===== config.mk =====
export PLATFORM = sky130hd
export DESIGN_NAME = ais_downstream_gen
export DESIGN_NICKNAME = d
export VERILOG_FILES = /design/src/rtl/ais_gen_pkg.sv /design/src/rtl/ais_persist_timer.sv /design/src/rtl/ais_trigger.sv /design/src/rtl/ais_stream_route.sv /design/src/rtl/ais_downstream_gen.sv
export SDC_FILE = /design/constraint.sdc
export NUM_CORES = 1
export LEC_CHECK = 0
export BUFFER_PORTS_ARGS = -buffer_cell sky130_fd_sc_hd__buf_4
export CORE_AREA = 8 8 59 61
export DETAILED_ROUTE_END_ITERATION = 6
export DIE_AREA = 0 0 67 69
export PLACE_DENSITY = 0.76
export SYNTH_ARGS = -nofsm -noshare
export SYNTH_HDL_FRONTEND = slang
export SYNTH_SLANG_ARGS = --single-unit

===== constraint.sdc =====
create_clock -name clk -period 3.2 [get_ports clk]
set_input_delay 0.64 -clock clk [delete_from_list [all_inputs] [get_ports clk]]
set_output_delay 0.64 -clock clk [all_outputs]
set_load 0.005 [all_outputs]

===== src/rtl/ais_gen_pkg.sv =====
package ais_gen_pkg;

   typedef enum logic [1:0] {
      FRM_DS3_CBIT = 2'd0,
      FRM_DS3_M23  = 2'd1,
      FRM_E3       = 2'd2,
      FRM_CLEAR    = 2'd3
   } frm_mode_e;

   function automatic logic mode_is_ds3(input logic [1:0] m);
      return (m == FRM_DS3_CBIT) || (m == FRM_DS3_M23);
   endfunction

endpackage


===== src/rtl/ais_persist_timer.sv =====
module ais_persist_timer #(
   parameter int CNT_W     = 16,
   parameter bit PERSIST_EN = 1'b1
) (
   input  logic             clk,
   input  logic             rst_n,
   input  logic             oof,
   input  logic             tick,
   input  logic [CNT_W-1:0] limit,
   output logic             reached
);

   generate
      if (PERSIST_EN) begin : g_timer
         logic [CNT_W-1:0] cnt_q;
         logic             below_lim;

         assign below_lim = (cnt_q < limit);

         always_ff @(posedge clk) begin
            if (!rst_n) begin
               cnt_q <= '0;
            end else if (!oof) begin
               cnt_q <= '0;
            end else if (tick && below_lim) begin
               cnt_q <= cnt_q + 1'b1;
            end
         end

         assign reached = oof && !below_lim;
      end else begin : g_bypass
         assign reached = oof;
      end
   endgenerate

endmodule


===== src/rtl/ais_trigger.sv =====
module ais_trigger (
   input  logic clk,
   input  logic rst_n,
   input  logic force_on,
   input  logic auto_on,
   input  logic ds3_mode,
   input  logic ais_flag,
   input  logic los_flag,
   input  logic oof_flag,
   input  logic oof_persist,
   output logic active
);

   logic oof_cause;
   logic auto_cause;
   logic next_active;

   always_comb begin
      oof_cause   = ds3_mode ? oof_persist : oof_flag;
      auto_cause  = auto_on && (ais_flag || los_flag || oof_cause);
      next_active = force_on || auto_cause;
   end

   always_ff @(posedge clk) begin
      if (!rst_n) active <= 1'b0;
      else        active <= next_active;
   end

endmodule


===== src/rtl/ais_stream_route.sv =====
module ais_stream_route #(
   parameter int DATA_W = 1
) (
   input  logic              sub_on,
   input  logic              loop_on,
   input  logic [DATA_W-1:0] rx_d,
   input  logic [DATA_W-1:0] tx_d,
   output logic [DATA_W-1:0] rx_q,
   output logic [DATA_W-1:0] tx_q
);

   genvar gi;
   generate
      for (gi = 0; gi < DATA_W; gi++) begin : g_lane
         assign rx_q[gi] = sub_on | rx_d[gi];
         assign tx_q[gi] = loop_on ? rx_q[gi] : tx_d[gi];
      end
   endgenerate

endmodule


===== src/rtl/ais_downstream_gen.sv =====
module ais_downstream_gen #(
   parameter int CNT_W      = 16,
   parameter int DATA_W     = 1,
   parameter bit PERSIST_EN = 1'b1
) (
   input  logic              clk,
   input  logic              rst_n,
   input  logic              cfg_force,
   input  logic              cfg_auto,
   input  logic [1:0]        cfg_mode,
   input  logic [CNT_W-1:0]  cfg_persist_limit,
   input  logic              ref_tick,
   input  logic              st_ais,
   input  logic              st_los,
   input  logic              st_oof,
   input  logic              plb_en,
   input  logic [DATA_W-1:0] rx_in,
   input  logic [DATA_W-1:0] tx_in,
   output logic              ais_active,
   output logic [DATA_W-1:0] rx_out,
   output logic [DATA_W-1:0] tx_loop_out
);
   import ais_gen_pkg::*;

   generate
      if (CNT_W < 1 || CNT_W > 32) begin : g_bad_cnt
         $error("ais_downstream_gen: CNT_W must lie in 1..32");
      end
      if (DATA_W < 1 || DATA_W > 64) begin : g_bad_data
         $error("ais_downstream_gen: DATA_W must lie in 1..64");
      end
   endgenerate

   logic ds3_sel;
   logic oof_held;

   assign ds3_sel = mode_is_ds3(cfg_mode);

   ais_persist_timer #(
      .CNT_W      (CNT_W),
      .PERSIST_EN (PERSIST_EN)
   ) u_timer (
      .clk     (clk),
      .rst_n   (rst_n),
      .oof     (st_oof),
      .tick    (ref_tick),
      .limit   (cfg_persist_limit),
      .reached (oof_held)
   );

   ais_trigger u_trig (
      .clk         (clk),
      .rst_n       (rst_n),
      .force_on    (cfg_force),
      .auto_on     (cfg_auto),
      .ds3_mode    (ds3_sel),
      .ais_flag    (st_ais),
      .los_flag    (st_los),
      .oof_flag    (st_oof),
      .oof_persist (oof_held),
      .active      (ais_active)
   );

   ais_stream_route #(
      .DATA_W (DATA_W)
   ) u_route (
      .sub_on  (ais_active),
      .loop_on (plb_en),
      .rx_d    (rx_in),
      .tx_d    (tx_in),
      .rx_q    (rx_out),
      .tx_q    (tx_loop_out)
   );

endmodule


* Yosys cells after proc, flatten, opt, wreduce, memory -nomap -nowiden
Cells that the tools add are included.
** Operators by class
- Add/sub/neg operators :: 1
- $lt $le $gt $ge :: 1
- Equality and inequality tests :: 1
- Muxes and demuxes :: 2
- Bitwise gates (word level) :: 1
- Reduce and logical (&&, ||, !) cells :: 10
** Operators by type and width (count)
- adder 16 x 1 -> 16 bit, second input constant :: 1
- less-than comparator 16 bit :: 1
- logical OR 1 bit :: 4
- logical AND 1 bit :: 3
- equality test 2 x 1 -> 1 bit, second input constant :: 1
- zero test 2 bit :: 1
- 2-to-1 mux 1 bit :: 2
- AND reduction 2 bit :: 1
- zero test 1 bit :: 1
- OR 1 bit :: 1
** Word-level totals
- Flip-flop bits (word level) :: 17
- Input bits :: 29
- Output and inout port bits :: 3
- Word-level logic and storage cells :: 18

* Depth between registers and ports, before layout
- Word-level depth :: 7
- Depth in mapped cells :: 10
- Gate-level depth less buffers :: 8

* Modules after synthesis
Synthesis repeated with hierarchy kept, for this count alone.
** Second synthesis, totals
- Cells, all modules :: 164
- Area, all modules :: 1381.3 um2
** By module, submodules not included
- ais_persist_timer :: instances 1, cells each 156, area an instance 1308.8 um2, seq. area each 320.3 um2
- ais_trigger :: instances 1, cells each 5, area an instance 45.0 um2, seq. area each 20.0 um2
- ais_stream_route :: instances 1, cells each 2, area an instance 23.8 um2, seq. area each 0.0 um2
- ais_downstream_gen :: instances 1, cells each 1, area an instance 3.8 um2, seq. area each 0.0 um2

* Worst setup path after synthesis
Ideal clock, no wire load.
- Path kind :: input to register
- Start point :: in cfg_persist_limit[2]
- End point :: reg u_timer.g_timer.cnt_q[10]
- Setup time :: 0.070 ns
- Arrival :: 2.344 ns
- Required time :: 3.130 ns
- Slack :: 0.786 ns
- Cell stages on the path :: 9
- Path buffers :: 1
- Cell sequence :: inv_1 ha_1 a211oi_2 o21ai_1 a211oi_2 o21ai_2 buf_6 or4_1 a21oi_1
** Between the ends
- Cells in the longest elaborated chain, start to end :: 2
** Ends and longest elaborated chain
- start, declared :: RTL line ais_downstream_gen.sv:11 : input logic [CNT_W-1:0] cfg_persist_limit,
- less-than comparator 16 bit :: RTL line ais_persist_timer.sv:18 : assign below_lim = (cnt_q < limit);
- logical AND 1 bit :: RTL line ais_persist_timer.sv:25 : end else if (tick && below_lim) begin
- end signal, assigned :: RTL line ais_persist_timer.sv:26 : cnt_q <= cnt_q + 1'b1;
- end, declared :: RTL line ais_persist_timer.sv:15 : logic [CNT_W-1:0] cnt_q;
No other way between the ends.
A chain may end at the register's enable or synchronous reset.

* Worst setup path in the final report
Same ends and word-level chain as after synthesis.

==> impl_table.tex <==
\begin{tabular}{lr}
\hline
Metric & Value \\
\hline
\multicolumn{2}{l}{\textbf{Floorplan}} \\
Placeable core region & between 2000 and 3000 um2 \\
Die outline area & about 4600 um2 \\
Starting Density & 48.56\% \\
Die height & about 69 um \\
Ports placed on the boundary & 32 \\
X dimension of the die & 67 um \\
Number of core rows & 19 \\
\multicolumn{2}{l}{\textbf{Timing}} \\
Layout Skew & between 9 and 10 ps \\
Endpoints failing hold & 0 \\
Final min period & between 2000 and 2500 ps \\
Setup violators final & 0 \\
Worst-Margin Slew & approximately 770 ps \\
Max Clk Rate & 402.6 MHz \\
Setup TNS & 0 ps \\
Max Transition Viols Final & 0 \\
Rel. slew slack & about half \\
Post-route fraction of the period consumed by the critical path & 77.62\% \\
Unrepaired setup endpoints after global routing & no \\
Post-layout worst setup margin & 716.1 ps \\
\multicolumn{2}{l}{\textbf{Pwr}} \\
VDD IR-drop max & 0.2105 mV \\
Pwr dens & around 260 nW/um2 \\
Leakage power of the design & roughly 0.00070 uW \\
\multicolumn{2}{l}{\textbf{CTS}} \\
Number of buffers created by CTS & 3 \\
Worst-Skew Late Latency & about 300 ps \\
H-Tree Depth & 1 \\
CTS max path bufs & 2 \\
Clk Tree Root Cell & sky130\_fd\_sc\_hd\_\_clkbuf\_4 \\
Post-CTS setup buffer count & 0 \\
Hold-fix buffers, CTS & 0 \\
Post-cts sizing count & 0 \\
CTS sink count & 17 \\
TritonCTS clock tree & done \\
Clock Pin Slew Worst Setup and Hold Paths & 90 ps \\
\multicolumn{2}{l}{\textbf{Synth}} \\
Syn\_nets & 201 \\
Netlist cell types & 34 \\
Cells after Synth & 156 \\
Number of flip-flops and latches in the synthesized netlist & 17 \\
Total standard cell area after synthesis & around 1300 um2 \\
Yosys warnings & 0 \\
Portion of the post-synthesis area used by sequential elements & 26.80\% \\
Mean instance size in the synthesized netlist & 8.141 um2 \\
\multicolumn{2}{l}{\textbf{Worst setup path}} \\
Reg2Reg Depth & 7 \\
Worst-case register-to-register setup slack & slightly below 800 ps \\
Endpoint required time on the critical path & between 3000 and 4000 ps \\
Critical Path End Type & flip-flop \\
Kind of critical path & input port to flip-flop \\
Worst Setup Start Kind & input port \\
Largest driver fanout on the critical path & 22 \\
Worst EP arrival & around 2700 ps \\
\multicolumn{2}{l}{\textbf{Worst hold path}} \\
Cells on Worst Hold Path & 2 \\
Hold crit path type & flip-flop to flip-flop \\
\multicolumn{2}{l}{\textbf{GRT}} \\
Largest net degree at the start of global routing & 23 \\
Fraction of met3 tracks used by global routing & 2.908\% \\
Antenna violations before repair & 0 \\
Wire length of the first global-routing pass & approximately 5200 um \\
Overall overflow remaining after global route & 0 \\
GRT Overall Usage & between 10\% and 20\% \\
Met1 demand-to-capacity share in global routing & about 16\% \\
Busiest metal layer after global routing & met2 \\
GRT met2 Usage & around 23\% \\
Number of global-route vias before repair & about 1,300 \\
\multicolumn{2}{l}{\textbf{Cells and area}} \\
Ratio of cells with drive above 1 in the final layout & a little under a quarter \\
Commonest non-fill, non-tap cell in the layout & sky130\_fd\_sc\_hd\_\_buf\_4 \\
Synthesis-to-finish area growth & 20.79\% \\
Inserted Diodes & 0 \\
Storage cell area & approximately 340 um2 \\
Filler cell count in the final layout & approximately 250 \\
Area of combinational cells with multiple inputs & $\sim$830 um2 \\
Top library cells by usage in the layout, fill and taps aside & sky130\_fd\_sc\_hd\_\_buf\_4, sky130\_fd\_sc\_hd\_\_inv\_1, sky130\_fd\_sc\_hd\_\_nand2\_1, sky130\_fd\_sc\_hd\_\_dfxtp\_1, sky130\_fd\_sc\_hd\_\_ha\_1 \\
Post-route cell area & around 1500 um2 \\
NumNets Final & between 200 and 250 \\
\multicolumn{2}{l}{\textbf{Run status}} \\
Run status & finished clean \\
\multicolumn{2}{l}{\textbf{Placement}} \\
Number of I/O port buffers & 30 \\
Worst slack at placement & between 400 and 500 ps \\
Detailed Place HPWL & approximately 2400 um \\
Final weighted congestion in routability-driven placement & around 0.8 \\
Placed cell area & $\sim$1500 um2 \\
\multicolumn{2}{l}{\textbf{Drt}} \\
Number of detailed-routing iterations run before antenna repair & 4 \\
Via-to-Cell Ratio & just under 6 \\
DRC violations left & 0 \\
Number of vias in the routed layout & $\sim$1,300 \\
Total wirelength of the detailed-routed design & between 2000 and 3000 um \\
Final ANT Viol Nets & 0 \\
Drt initial violations & 39 \\
Wire per inst & between 10 and 15 um \\
\multicolumn{2}{l}{\textbf{Job}} \\
Max-capacitance violation count & 0 \\
\hline
\end{tabular}
[power breakdown]
group	leakage [uW]	switching (uW)	internal, uW
combinational	0.000546	24.0	35.8
sequential	0.000137	1.58	213
clock	0.0000177	70.2	46.6
total	0.000701	95.8	296
[state kept, by name, summed over array words and instances, names as in the netlist]
register               count
u_timer.g_timer.cnt_q     16
u_trig.active              1
[kinds of logic (layout without fill, tap and decap cells)]
logic type	Yosys count	after routing	synth area share [%]
AOI/OAI and AO/OA	41	41	21.48
DFF	17	17	26.80
muxes	4	4	3.251
adders and majority gates	16	16	15.76
and+or+nand+nor	55	55	25.22
buffers and inverters	23	52	7.487
[worst paths after layout]
check	start	endpoint
hold / removal	u_timer.g_timer.cnt_q[15]$_SDFFE_PN0P_	u_timer.g_timer.cnt_q[15]$_SDFFE_PN0P_
setup reg to reg	u_timer.g_timer.cnt_q[2]$_SDFFE_PN0P_	u_timer.g_timer.cnt_q[10]$_SDFFE_PN0P_
hold reg to reg	u_timer.g_timer.cnt_q[15]$_SDFFE_PN0P_	u_timer.g_timer.cnt_q[15]$_SDFFE_PN0P_
setup / recovery	cfg_persist_limit[2]	u_timer.g_timer.cnt_q[10]$_SDFFE_PN0P_
[area by class of cell]
type | instances | share of cell area [%]
Inverter | 18 | 4.405
Multi-Input combinational cell | 116 | 54.40
Tap cell | 31 | 2.529
Clock buffer | 3 | 1.468
Timing Repair Buffer | 30 | 14.68
Sequential cell | 17 | 22.19
Clock inverter | 1 | 0.3263
[worst max-delay path: stages]
cell and delay, ps:
sky130_fd_sc_hd__buf_4 80, sky130_fd_sc_hd__inv_1 40, sky130_fd_sc_hd__ha_1 320, sky130_fd_sc_hd__a211oi_2 220
sky130_fd_sc_hd__o21ai_1 120, sky130_fd_sc_hd__a211oi_2 270, sky130_fd_sc_hd__o21ai_2 280, sky130_fd_sc_hd__or4_1 580
sky130_fd_sc_hd__a21oi_1 150
[Yosys cell counts]
library cell               instances  share of area [%]
sky130_fd_sc_hd__nor2_1            4                1.2
sky130_fd_sc_hd__o21ai_2           1               0.69
sky130_fd_sc_hd__o21a_1            2                1.2
sky130_fd_sc_hd__clkbuf_1          3               0.89
sky130_fd_sc_hd__a211oi_2          2                2.0
sky130_fd_sc_hd__ha_1             16                 16
sky130_fd_sc_hd__a21oi_1          14                5.5
sky130_fd_sc_hd__o21ai_0           4                1.6
sky130_fd_sc_hd__and2_1            2               0.99
sky130_fd_sc_hd__dfxtp_1          17                 27
sky130_fd_sc_hd__or2_2             1               0.49
sky130_fd_sc_hd__and3_1            2               0.99
sky130_fd_sc_hd__a41o_1            2                1.6
sky130_fd_sc_hd__and4_1            2                1.4
sky130_fd_sc_hd__mux2_2            1               0.89
sky130_fd_sc_hd__nand4_1           3                1.5
sky130_fd_sc_hd__nor4_4            1                1.7
sky130_fd_sc_hd__and3_4            1               0.89
sky130_fd_sc_hd__buf_2             1               0.39
sky130_fd_sc_hd__mux2i_1           3                2.4
sky130_fd_sc_hd__or4_1            10                5.9
sky130_fd_sc_hd__nand2_1          17                5.0
sky130_fd_sc_hd__inv_1            18                5.3
sky130_fd_sc_hd__buf_6             1               0.89
sky130_fd_sc_hd__a31oi_1           3                1.5
sky130_fd_sc_hd__and3_2            1               0.59
sky130_fd_sc_hd__a211oi_1          1               0.59
sky130_fd_sc_hd__nand3_1           6                2.4
sky130_fd_sc_hd__o211ai_1          1               0.59
sky130_fd_sc_hd__nand2b_1          2               0.99
sky130_fd_sc_hd__o31ai_1          10                5.9
sky130_fd_sc_hd__nor3_1            2               0.79
sky130_fd_sc_hd__nor2b_1           1               0.49
sky130_fd_sc_hd__o21ai_1           1               0.39
[stage by stage]
| step | utilization, % | hold WS, ps | std cells | total power, uW |
|---|---|---|---|---|
| after CTS | 58.66 | 493.5 | 216 | 395.8 |
| final | 58.66 | 488.6 | 216 | 391.4 |
| after floorplan | - | 455.6 | 156 | 244.3 |
| after detailed placement | 57.61 | 479.8 | 212 | 280.2 |
| after global routing | 58.66 | 546.3 | 216 | 411.2 |
| after global placement | 57.61 | 465.6 | 212 | 276.2 |
[per-layer routing]
metal	part of all wire (%)	wire (um)
met1	42	1246
met2	51	1522
met3	5.9	175
met4	1.4	42
met5	0	0
Note: power is estimated with default switching activity, not from simulation.
